==> src/rtl/unlockPkg.sv <==
package unlockPkg;

  localparam int unsigned WORD_W = 32;

  // strobes from the sequence control to the datapath
  typedef struct packed {
    logic open;   // final magic word accepted
    logic close;  // any other captured write
  } seqStrobe_t;

endpackage

==> src/rtl/unlockCtrl.sv <==
module unlockCtrl
  import unlockPkg::*;
#(
  parameter int unsigned NUM_KEYS = 3
) (
  input  logic                clk,
  input  logic                rstN,
  input  logic                keyWrEn,
  input  logic [NUM_KEYS-1:0] keyHit,
  output seqStrobe_t          strobe
);

  localparam int unsigned STEP_W = $clog2(NUM_KEYS + 1);
  localparam logic [STEP_W-1:0] LAST_STEP = STEP_W'(NUM_KEYS - 1);
  localparam logic [STEP_W-1:0] ONE_STEP  = STEP_W'(1);

  logic [STEP_W-1:0] stepQ;
  logic [STEP_W-1:0] stepNext;
  logic              expectHit;

  // match against the word expected at the current step only
  always_comb begin
    expectHit = 1'b0;
    for (int i = 0; i < NUM_KEYS; i++) begin
      if (stepQ == STEP_W'(i)) expectHit = keyHit[i];
    end
  end

  always_comb begin
    stepNext = stepQ;
    strobe   = '0;
    if (keyWrEn) begin
      if (expectHit) begin
        stepNext = stepQ + ONE_STEP;
      end else begin
        stepNext = keyHit[0] ? ONE_STEP : '0;
      end
      strobe.open  = expectHit && (stepQ == LAST_STEP);
      strobe.close = !strobe.open;
    end
  end

  always_ff @(posedge clk) begin
    if (!rstN) stepQ <= '0;
    else       stepQ <= stepNext;
  end

endmodule

==> src/rtl/unlockDatapath.sv <==
module unlockDatapath
  import unlockPkg::*;
#(
  parameter int unsigned                       ADDR_W      = 32,
  parameter int unsigned                       NUM_KEYS    = 3,
  parameter logic [NUM_KEYS-1:0][WORD_W-1:0]   KEY_SEQ     = '0,
  parameter logic [ADDR_W-1:0]                 REGION_BASE = '0,
  parameter logic [ADDR_W-1:0]                 BLOCK_SIZE  = '0
) (
  input  logic                clk,
  input  logic                rstN,
  input  logic [WORD_W-1:0]   keyWrData,
  input  logic                accValid,
  input  logic [ADDR_W-1:0]   accAddr,
  input  seqStrobe_t          strobe,
  output logic [NUM_KEYS-1:0] keyHit,
  output logic                unlocked,
  output logic                accEnable,
  output logic                accViolation
);

  // two spare bits keep base + 2*size from wrapping
  localparam int unsigned EXT_W = ADDR_W + 2;
  localparam logic [EXT_W-1:0] LO_EXT = EXT_W'(REGION_BASE);
  localparam logic [EXT_W-1:0] HI_EXT = EXT_W'(REGION_BASE) + (EXT_W'(BLOCK_SIZE) << 1);

  for (genvar g = 0; g < NUM_KEYS; g++) begin : gKeyCmp
    assign keyHit[g] = (keyWrData == KEY_SEQ[g]);
  end

  logic [EXT_W-1:0] addrExt;
  logic             inRegion;
  logic             openQ;

  assign addrExt  = EXT_W'(accAddr);
  assign inRegion = (addrExt >= LO_EXT) && (addrExt < HI_EXT);

  always_ff @(posedge clk) begin
    if (!rstN)             openQ <= 1'b0;
    else if (strobe.open)  openQ <= 1'b1;
    else if (strobe.close) openQ <= 1'b0;
  end

  assign unlocked     = openQ;
  assign accEnable    = accValid && (!inRegion || openQ);
  assign accViolation = accValid && inRegion && !openQ;

endmodule

==> src/rtl/magicSeqUnlocker.sv <==
module magicSeqUnlocker
  import unlockPkg::*;
#(
  parameter int unsigned                     ADDR_W      = 32,
  parameter int unsigned                     NUM_KEYS    = 3,
  parameter logic [NUM_KEYS-1:0][WORD_W-1:0] KEY_SEQ     = {32'h9608B2C1, 32'hA1E34F20, 32'h3A7F5CA3},
  parameter logic [ADDR_W-1:0]               REGION_BASE = ADDR_W'(32'h0004_0000),
  parameter logic [ADDR_W-1:0]               BLOCK_SIZE  = ADDR_W'(32'h0000_2000)
) (
  input  logic              clk,
  input  logic              rstN,
  input  logic              keyWrEn,
  input  logic [31:0]       keyWrData,
  input  logic              accValid,
  input  logic [ADDR_W-1:0] accAddr,
  output logic              unlocked,
  output logic              accEnable,
  output logic              accViolation
);

  seqStrobe_t          strobe;
  logic [NUM_KEYS-1:0] keyHit;

  unlockCtrl #(.NUM_KEYS(NUM_KEYS)) u_ctrl (
    .clk     (clk),
    .rstN    (rstN),
    .keyWrEn (keyWrEn),
    .keyHit  (keyHit),
    .strobe  (strobe)
  );

  unlockDatapath #(
    .ADDR_W      (ADDR_W),
    .NUM_KEYS    (NUM_KEYS),
    .KEY_SEQ     (KEY_SEQ),
    .REGION_BASE (REGION_BASE),
    .BLOCK_SIZE  (BLOCK_SIZE)
  ) u_dp (
    .clk          (clk),
    .rstN         (rstN),
    .keyWrData    (keyWrData),
    .accValid     (accValid),
    .accAddr      (accAddr),
    .strobe       (strobe),
    .keyHit       (keyHit),
    .unlocked     (unlocked),
    .accEnable    (accEnable),
    .accViolation (accViolation)
  );

endmodule

==> config.mk <==
export PLATFORM = sky130hd
export DESIGN_NAME = magicSeqUnlocker
export DESIGN_NICKNAME = d
export VERILOG_FILES = /design/src/rtl/unlockPkg.sv /design/src/rtl/unlockCtrl.sv /design/src/rtl/unlockDatapath.sv /design/src/rtl/magicSeqUnlocker.sv
export SDC_FILE = /design/constraint.sdc
export NUM_CORES = 1
export LEC_CHECK = 0
export ABC_AREA = 1
export ABC_CLOCK_PERIOD_IN_PS = 4300
export CAP_MARGIN = 30
export CORE_MARGIN = 10
export CORE_UTILIZATION = 29
export CTS_CLUSTER_SIZE = 20
export DETAILED_ROUTE_END_ITERATION = 8
export GPL_TIMING_DRIVEN = 0
export HOLD_SLACK_MARGIN = 0.15
export PLACE_DENSITY = 0.82
export RECOVER_POWER = 50
export SLEW_MARGIN = 20
export SYNTH_ARGS = -nofsm -noshare
export SYNTH_HDL_FRONTEND = slang
export SYNTH_SLANG_ARGS = --single-unit
==> constraint.sdc <==
create_clock -name clk -period 4.3 [get_ports clk]
set_clock_uncertainty 0.1 [all_clocks]
set_input_delay 0.43 -clock clk [delete_from_list [all_inputs] [get_ports clk]]
set_output_delay 0.43 -clock clk [all_outputs]
set_load 0.01 [all_outputs]
==> results of run 1 <==
[layer usage]
| layer | track usage [%] | vias up |
|---|---|---|
| li1 | - | 517 |
| met1 | 10.97 | 405 |
| met2 | 21.56 | 27 |
| met3 | 2.174 | 6 |
| met4 | 4.712 | 0 |
| met5 | 0 | - |
[worst min-delay path, delay by kind of cell, from the launching register on]
kind / cells / cell delay [ps]
compound gates: 1 / 50
simple gates: 1 / 80
flops: 1 / 320
[kinds of logic after synthesis]
logic type / synth area share (%)
DFF: 9.543
AOI/OAI and AO/OA: 3.777
and+or+nand+nor: 64.02
adders and majority gates: 5.965
buffers and inverters: 16.70
[flip-flops by register name, summed over array words and instances (netlist names)]
register,flops
u_dp.unlocked,1
u_ctrl.stepQ,2
[cell usage after synthesis]
| cell type | n |
|---|---|
| nor4_1 | 3 |
| nand3b_1 | 2 |
| ha_1 | 3 |
| inv_2 | 2 |
| nor4b_1 | 1 |
| nor2_1 | 28 |
| o21ai_0 | 1 |
| nand4_1 | 4 |
| and2_2 | 1 |
| dfxtp_1 | 3 |
| a21oi_2 | 1 |
| nand2_1 | 34 |
| nand3_1 | 10 |
| and3_1 | 1 |
| nor3_1 | 4 |
| nor2_2 | 3 |
| a21oi_1 | 2 |
| inv_1 | 26 |
[power by group]
group,internal (mW),switching [mW]
clock network,0.0348,0.0144
registers,0.0289,0.000719
logic,0.0518,0.0258
[cells in the final DEF, fill, tap and decap left out, drive strengths merged]
cell type / Yosys / final
and2: 1 / 1
nand4: 4 / 4
nand2: 34 / 34
nor4b: 1 / 1
nor3: 4 / 4
nand3b: 2 / 2
clkdlybuf4s50: 0 / 54
dlygate4sd3: 0 / 2
nor2: 31 / 31
o21ai: 1 / 1
dfxtp: 3 / 3
nand3: 10 / 10
ha: 3 / 3
clkbuf: 0 / 4
inv: 28 / 28
a21oi: 3 / 3
nor4: 3 / 3
and3: 1 / 1
[area by class of cell]
class	instances	area (um2)
fillers	195	772.0
inverters	28	105.1
clock buffers	4	26.28
well taps	27	33.78
multi-input cells	98	464.2
repair buffers	56	560.5
flip-flops and latches	3	60.06
[worst max path at each step]
| stage | from | endpoint | slack, ps | cells after the start |
|---|---|---|---|---|
| after floorplan | accAddr[28] | accViolation | 2660 | 4 |
| after global placement | accAddr[28] | accViolation | 1750 | 6 |
| after detailed placement | accAddr[28] | accViolation | 1720 | 6 |
| after CTS | accAddr[28] | accViolation | 1660 | 6 |
| after global routing | accAddr[28] | accViolation | 1490 | 6 |
| final | accAddr[28] | accViolation | 1640 | 6 |
==> impl_metrics.env, run 1 <==
export IMPL_r2r_end="u_ctrl.stepQ[0]"
export IMPL_wl_met3_um=156
export IMPL_wl_met2_um=1471
export IMPL_fin_crit_sh_pct=61.76
export IMPL_cts_resized=0
export IMPL_die_y_um=66.59
export IMPL_fmax_mhz=376.6
export IMPL_stdcell_area_mm2=0.001250
export IMPL_grt_max_degree=6
export IMPL_postPlaceCellArea_mm2=0.001224
export IMPL_hp_class="flip-flop to flip-flop"
export IMPL_power_total_uw=156.4
export IMPL_io_pins=71
export IMPL_htree_levels=1
export IMPL_cp_max_fo=2
export IMPL_start_util_pct=31.13
export IMPL_final_nets=261
export IMPL_status="complete, no violations"
export IMPL_cp_slowest_stage_delay_ps=550
export IMPL_synth_top_area_cell="nand2_1"
export IMPL_holdWs_ps=398.7
export IMPL_synth_avg_cell_area_um2=4.879
export IMPL_crit_top_cell="clkdlybuf4s50_1"
export IMPL_place_inst=212
export IMPL_seq_area_frac_synth_pct=9.543
export IMPL_drt_wl_total_um=2642
export IMPL_max_vdd_ir_drop_v=0.0001223
export IMPL_cp_required_ps=3770
export IMPL_dr_pass1_iters=4
export IMPL_synth_nets=200
export IMPL_postLayoutSetupSlackWorst_ps=1644
export IMPL_arrival_ps=2130
export IMPL_tightest_slew_ps=282.0
export IMPL_drive_gt1_share_pct=5.291
export IMPL_crit_chain="clkdlybuf4s50_1 -> nor4b_1 -> and3_1 -> nand4_1 -> nor2_1 -> clkdlybuf4s50_1"
export IMPL_syn_area_um2=629.4
export IMPL_cts_sinks=3
export IMPL_dp_slack_ps=1725
export IMPL_grt_util_all_layers_pct=11.11
export IMPL_start_kind="input pin"
export IMPL_place_gp_congestion=0.8183
export IMPL_cts_hold_buf=0
export IMPL_finalHoldViolCount=0
export IMPL_dr_total_vias=955
export IMPL_diodes=0
export IMPL_grt_pass1_vias=936
export IMPL_grt_antenna_before_repair=0
export IMPL_rr_startpoint="u_ctrl.stepQ[1]"
export IMPL_routed_top_layer="met4"
export IMPL_slew_headroom_pct=81.02
export IMPL_clock_latency_ps=230
export IMPL_ys_types=18
export IMPL_p_per_area_mw_per_mm2=125.1
export IMPL_grt_pass1_wl_um=3981
export IMPL_syn_inst=129
export IMPL_cts_tree="built"
export IMPL_ant_nets=0
export IMPL_critical_path_class="input pin to output pin"
export IMPL_wl_met1_um=974
export IMPL_fin_crit_ps=2656
export IMPL_hold_start="u_ctrl.stepQ[1]"
export IMPL_clock_path_buffers=2
export IMPL_utilization_pct=61.82
export IMPL_drcViolationCount=0
export IMPL_die_w_um=66.59
export IMPL_cp_num_buf_inv=2
export IMPL_synth_seq_cells=3
export IMPL_rrSetupSlack_ps=2770
export IMPL_min_to="u_ctrl.stepQ[1]"
export IMPL_finalSetupViolations=0
export IMPL_cap_violations=0
export IMPL_crit_family="buffers and inverters"
export IMPL_cp_slowest_cell="clkdlybuf4s50_1"
export IMPL_clk_pin_slew_worst_paths_ps=40
export IMPL_die_area_mm2=0.004434
export IMPL_synth_top_cell_area_share_pct=20.28
export IMPL_leakage_nw=0.5664
export IMPL_syn2layout_area_growth_pct=98.61
export IMPL_portBuffers=56
export IMPL_hold_depth=2
export IMPL_root_buffer="clkbuf_4"
export IMPL_coreArea_mm2=0.002022
export IMPL_vias_per_cell=4.421
export IMPL_post_cts_setup_buffers=0
export IMPL_num_rows=16
export IMPL_first_iter_violations=45
export IMPL_endpoint_kind="output pin"
export IMPL_setup_tns_ps=0
export IMPL_ys_warn_count=0
export IMPL_synth_area_leaders="nand2_1 (20%), nor2_1 (17%), inv_1 (16%), dfxtp_1 (9.5%), nand3_1 (8.0%)"
export IMPL_numCtsBuffers=3
export IMPL_grt_overflow_total=0
export IMPL_rsz0062_at_grt="no"
export IMPL_fin_cells=216
export IMPL_dpl_hpwl_um=2392
export IMPL_drv_slew=0
export IMPL_reg2reg_depth=14
export IMPL_wire_per_inst_um=12.23
Note: power is estimated with default switching activity, not from simulation.
==> inputs of run 2 (changes only) <==
--- a/config.mk
+++ b/config.mk
@@ -6,15 +6,15 @@
 export NUM_CORES = 1
 export LEC_CHECK = 0
 export ABC_AREA = 1
-export ABC_CLOCK_PERIOD_IN_PS = 4300
+export ABC_CLOCK_PERIOD_IN_PS = 2200
 export CAP_MARGIN = 30
 export CORE_MARGIN = 10
-export CORE_UTILIZATION = 29
+export CORE_UTILIZATION = 25
 export CTS_CLUSTER_SIZE = 20
 export DETAILED_ROUTE_END_ITERATION = 8
 export GPL_TIMING_DRIVEN = 0
 export HOLD_SLACK_MARGIN = 0.15
-export PLACE_DENSITY = 0.82
+export PLACE_DENSITY = 0.74
 export RECOVER_POWER = 50
 export SLEW_MARGIN = 20
 export SYNTH_ARGS = -nofsm -noshare
==> constraint.sdc (replaced) <==
create_clock -name clk -period 2.2 [get_ports clk]
set_clock_uncertainty 0.1 [all_clocks]
set_input_delay 0.22 -clock clk [delete_from_list [all_inputs] [get_ports clk]]
set_output_delay 0.22 -clock clk [all_outputs]
set_load 0.01 [all_outputs]
==> run 2 against run 1 <==
  * Hold slack lost 4.3 ps
  * Critical path depth is the same
  * Via count up 2.2%
  * Non-clock buffer count is the same
  * Die area grew 11%
  * Highest routed layer unchanged
  * Global-route usage shrank 1.9 points
==> impl_metrics.env, run 2 (synthesized netlist as in run 1, its figures left out) <==
export IMPL_status="complete, no violations"
export IMPL_die_w_um=70.18
export IMPL_cts_tree="built"
export IMPL_start_util_pct=25.87
export IMPL_dpl_hpwl_um=2318
export IMPL_grt_pass1_vias=996
export IMPL_area_sequential_um2=60.06
export IMPL_swShare_pct=25.62
export IMPL_dr_total_vias=976
export IMPL_mostFrequentLayoutCell="clkdlybuf4s50_1"
export IMPL_htree_levels=1
export IMPL_grt_max_degree=6
export IMPL_fin_cells=219
export IMPL_hp_class="flip-flop to flip-flop"
export IMPL_layout_cells_most_common_list="clkdlybuf4s50_1 (52), nand2_1 (34), nor2_1 (28)"
export IMPL_rr_startpoint="u_ctrl.stepQ[0]"
export IMPL_final_nets=261
export IMPL_grt_util_all_layers_pct=9.189
export IMPL_power_switching_uw=77.68
export IMPL_drcViolationCount=0
export IMPL_start_kind="input pin"
export IMPL_ant_nets=0
export IMPL_largest_reg_flops=2
export IMPL_gr_usage_met2_pct=18.13
export IMPL_coreArea_mm2=0.002432
export IMPL_drv_slew=0
export IMPL_fillers=255
export IMPL_hold_start="u_ctrl.stepQ[1]"
export IMPL_die_y_um=70.18
export IMPL_slew_headroom_pct=81.70
export IMPL_die_area_mm2=0.004925
export IMPL_hold_depth=2
export IMPL_clock_latency_ps=230
export IMPL_comb_power_share_pct=49.9
export IMPL_cts_hold_buf=0
export IMPL_diodes=0
export IMPL_numCtsBuffers=3
export IMPL_rsz0062_at_grt="no"
export IMPL_finalHoldViolCount=0
export IMPL_clock_path_buffers=2
export IMPL_endpoint_kind="output pin"
export IMPL_drt_wl_total_um=2449
export IMPL_top_register="u_ctrl.stepQ"
export IMPL_dr_pass1_iters=4
export IMPL_p_int_uw=225.5
export IMPL_seqPwrFrac_pct=19.0
export IMPL_grt_overflow_total=0
export IMPL_tightest_slew_ps=272.0
export IMPL_critical_path_class="input pin to output pin"
export IMPL_multi_input_area_um2=466.7
export IMPL_num_rows=18
export IMPL_vias_per_cell=4.457
export IMPL_utilization_pct=51.70
export IMPL_place_inst=215
export IMPL_cts_sinks=3
export IMPL_root_buffer="clkbuf_4"
export IMPL_gr_max_usage_layer="met2"
export IMPL_fmax_mhz=528.6
export IMPL_rrSetupSlack_ps=700
export IMPL_fin_crit_sh_pct=86.00
export IMPL_cap_violations=0
export IMPL_portBuffers=56
export IMPL_finalSetupViolations=0
export IMPL_wire_per_inst_um=11.18
export IMPL_reg2reg_depth=9
export IMPL_grt_antenna_before_repair=0
export IMPL_clockPowerShare_pct=31.1
export IMPL_io_pins=71
export IMPL_use_met3_pct=2.260
export IMPL_gr_usage_met1_pct=8.833
export IMPL_holdWs_ps=394.4
export IMPL_grt_pass1_wl_um=3919
export IMPL_first_iter_violations=34
export IMPL_min_to="u_ctrl.stepQ[1]"
export IMPL_leakage_nw=0.5818
export IMPL_cp_max_fo=2
export IMPL_p_per_area_mw_per_mm2=241.1
export IMPL_clk_pin_slew_worst_paths_ps=40
export IMPL_fin_crit_ps=1892
export IMPL_r2r_end="u_ctrl.stepQ[0]"
export IMPL_syn2layout_area_growth_pct=99.80
export IMPL_arrival_ps=1570
export IMPL_power_total_uw=303.2
export IMPL_max_vdd_ir_drop_v=0.0002688
export IMPL_cp_required_ps=1880
export IMPL_place_gp_congestion=0.8497
export IMPL_drive_gt1_share_pct=5.291
[run 2: final cells by class]
cell class                 instances  share of cell area (%)
timing repair buffer              56                   44.68
clock buffer                       4                   2.090
multi-input combinational         98                   37.11
tap                               30                   2.985
sequential                         3                   4.776
inverter                          28                   8.358
[run 2: power groups by stage]
stage / registers, mW / logic [mW] / clock network [mW]
detailed placement: 0.0586 / 0.153 / 0
CTS: 0.0578 / 0.153 / 0.0998
global placement: 0.0584 / 0.149 / 0
global route: 0.0578 / 0.165 / 0.103
floorplan: 0.0588 / 0.0371 / 0
finish: 0.0577 / 0.151 / 0.0942
[run 2: timing repair]
item | CTS | global route
setup buffers | 0 | 0
setup endpoints to repair | 1 | 1
resized for setup | 1 | 2
[run 2: worst max path at each step]
stage                         start               to  slack [ps]  cells after the start
global route            accAddr[28]     accViolation         160                      6
CTS                     accAddr[28]        accEnable          40                      7
global placement        accAddr[28]     accViolation          40                      6
detailed placement      accAddr[28]     accViolation         -40                      6
finish                  accAddr[28]     accViolation         310                      6
floorplan           u_ctrl.stepQ[1]  u_ctrl.stepQ[0]         840                     13
[run 2: layer usage]
layer,part of all wire [%],up-vias
met3,5.5,4
met2,55,31
li1,-,521
met1,39,420
met5,0,-
met4,0.94,0
[run 2: through the flow]
stage	TNS, ps	area (um2)	setup slack, ps
finish	0	1257	308.1
global route	0	1257	162.8
CTS	0	1252	37.27
detailed placement	-41.19	1227	-41.19
global placement	0	1227	40.20
floorplan	0	629.4	844.9
[run 2: critical path: stages]
cell             delay, ps
clkdlybuf4s50_1        420
nor4b_2                260
and3_1                 180
nand4_1                100
nor2_1                 110
dlygate4sd2_1          280
==> inputs of run 3 (changes only) <==
--- a/config.mk
+++ b/config.mk
@@ -8,13 +8,15 @@
 export ABC_AREA = 1
 export ABC_CLOCK_PERIOD_IN_PS = 2200
 export CAP_MARGIN = 30
+export CELL_PAD_IN_SITES_DETAIL_PLACEMENT = 0
+export CELL_PAD_IN_SITES_GLOBAL_PLACEMENT = 1
 export CORE_MARGIN = 10
-export CORE_UTILIZATION = 25
+export CORE_UTILIZATION = 13
 export CTS_CLUSTER_SIZE = 20
 export DETAILED_ROUTE_END_ITERATION = 8
 export GPL_TIMING_DRIVEN = 0
 export HOLD_SLACK_MARGIN = 0.15
-export PLACE_DENSITY = 0.74
+export PLACE_DENSITY = 0.7
 export RECOVER_POWER = 50
 export SLEW_MARGIN = 20
 export SYNTH_ARGS = -nofsm -noshare
==> run 3 against run 2 <==
  * Sequential cell count did not move
  * Critical path depth rose by 1
  * Via count fell by 5.0%
  * Final area rose by 5.6%
  * Largest cell class unchanged
  * Final cell count rose by 17%
  * Clock power rose by 70%
  * Highest routed layer is now met3
  * Wire length rose by 7.1%
  * Non-clock buffer count did not move
  * Worst setup slack got worse by 180 ps
==> impl_metrics.env, run 3 (synthesized netlist as in run 1, its figures left out) <==
export IMPL_leakage_nw=0.5943
export IMPL_dr_pass1_iters=4
export IMPL_fillers=533
export IMPL_grt_overflow_total=0
export IMPL_diodes=0
export IMPL_grt_util_all_layers_pct=6.323
export IMPL_max_vdd_ir_drop_v=0.0002274
export IMPL_numCtsBuffers=3
export IMPL_fmax_mhz=482.1
export IMPL_clock_latency_ps=210
export IMPL_finalHoldViolCount=0
export IMPL_dpl_hpwl_um=2375
export IMPL_num_rows=25
export IMPL_top_register="u_ctrl.stepQ"
export IMPL_fin_crit_sh_pct=94.28
export IMPL_rr_startpoint="u_ctrl.stepQ[1]"
export IMPL_die_area_mm2=0.008025
export IMPL_largest_reg_flops=2
export IMPL_reg2reg_depth=13
export IMPL_portBuffers=56
export IMPL_finalSetupViolations=0
export IMPL_grt_pass1_wl_um=4064
export IMPL_tightest_slew_ps=289.5
export IMPL_syn2layout_area_growth_pct=110.9
export IMPL_cp_required_ps=1880
export IMPL_place_gp_congestion=0.7151
export IMPL_min_to="u_ctrl.stepQ[1]"
export IMPL_cp_max_fo=2
export IMPL_drt_wl_total_um=2624
export IMPL_cap_violations=0
export IMPL_area_sequential_um2=60.06
export IMPL_clock_path_buffers=2
export IMPL_p_per_area_mw_per_mm2=278.4
export IMPL_endpoint_kind="output pin"
export IMPL_cts_hold_buf=0
export IMPL_wire_per_inst_um=10.25
export IMPL_r2r_end="u_ctrl.stepQ[0]"
export IMPL_slew_headroom_pct=80.52
export IMPL_ant_nets=0
export IMPL_cts_sinks=3
export IMPL_final_nets=261
export IMPL_root_buffer="clkbuf_8"
export IMPL_hp_class="flip-flop to flip-flop"
export IMPL_cts_tree="built"
export IMPL_clk_pin_slew_worst_paths_ps=30
export IMPL_grt_max_degree=6
export IMPL_hold_depth=2
export IMPL_first_iter_violations=35
export IMPL_stdcell_area_mm2=0.001328
export IMPL_die_y_um=89.58
export IMPL_rrSetupSlack_ps=670
export IMPL_start_kind="input pin"
export IMPL_power_total_uw=369.6
export IMPL_dr_total_vias=927
export IMPL_drive_gt1_share_pct=5.820
export IMPL_io_pins=71
export IMPL_multi_input_area_um2=470.5
export IMPL_vias_per_cell=3.621
export IMPL_grt_antenna_before_repair=0
export IMPL_fin_crit_ps=2074
export IMPL_mostFrequentLayoutCell="clkdlybuf4s50_1"
export IMPL_postPlaceCellArea_mm2=0.001274
export IMPL_drv_slew=0
export IMPL_start_util_pct=13.32
export IMPL_drcViolationCount=0
export IMPL_die_w_um=89.58
export IMPL_arrival_ps=1750
export IMPL_layout_cells_most_common_list="clkdlybuf4s50_1 (53), nand2_1 (34), nor2_1 (28)"
export IMPL_fin_cells=256
export IMPL_critical_path_class="input pin to output pin"
export IMPL_grt_pass1_vias=1032
export IMPL_htree_levels=1
export IMPL_hold_start="u_ctrl.stepQ[1]"
export IMPL_place_inst=252
export IMPL_status="complete, no violations"
export IMPL_coreArea_mm2=0.004723
## run 3: worst max path at each step
stage,start,to,slack (ps)
after floorplan,u_ctrl.stepQ[1],u_ctrl.stepQ[0],840
after CTS,accAddr[28],accViolation,9
final,accAddr[28],accEnable,130
after global routing,accAddr[28],accEnable,-3
after detailed placement,accAddr[28],accViolation,20
after global placement,accAddr[28],accViolation,-8
## run 3: routing by layer
metal	vias up	GRT usage, %	wire length, um
met3	0	2.888	285
met1	379	6.415	1022
met5	-	0	0
met2	29	11.61	1316
met4	0	1.301	0
li1	519	-	-
## run 3: layout make-up
class / count / share of cell area (%)
tap: 67 / 6.315
inverter: 28 / 7.917
multi-input combinational: 98 / 35.44
timing repair buffer: 56 / 42.41
sequential: 3 / 4.524
clock buffer: 4 / 3.393
## run 3: repair_timing
item                                    4_1_cts  5_1_grt
buffers inserted                              0        0
gates resized for setup                       0        2
endpoints found under the setup margin        0        2
## run 3: worst max-delay path, cell delays in order
cell and delay [ps]:
clkdlybuf4s50_1 410, nor4b_2 260, and3_1 180, nand4_1 100, inv_1 70, nor2_1 40, clkdlybuf4s50_1 470
## run 3: where the power goes
group / total (mW) / leakage, nW / switching, mW / internal [mW]
Combinational: 0.151 / 0.547 / 0.0500 / 0.101
Sequential: 0.0577 / 0.0245 / 0.00111 / 0.0566
Clock: 0.160 / 0.0228 / 0.0368 / 0.124
## run 3: metrics by stage
step / utilization, % / setup TNS, ps / setup slack (ps) / hold WS [ps]
global placement: 26.97 / -7.769 / -7.769 / 396.3
detailed placement: 26.97 / 0 / 22.92 / 407.4
floorplan: - / 0 / 844.9 / 213.5
CTS: 27.92 / 0 / 9.029 / 414.1
global route: 28.11 / -2.964 / -2.964 / 452.0
finish: 28.11 / 0 / 125.7 / 408.6
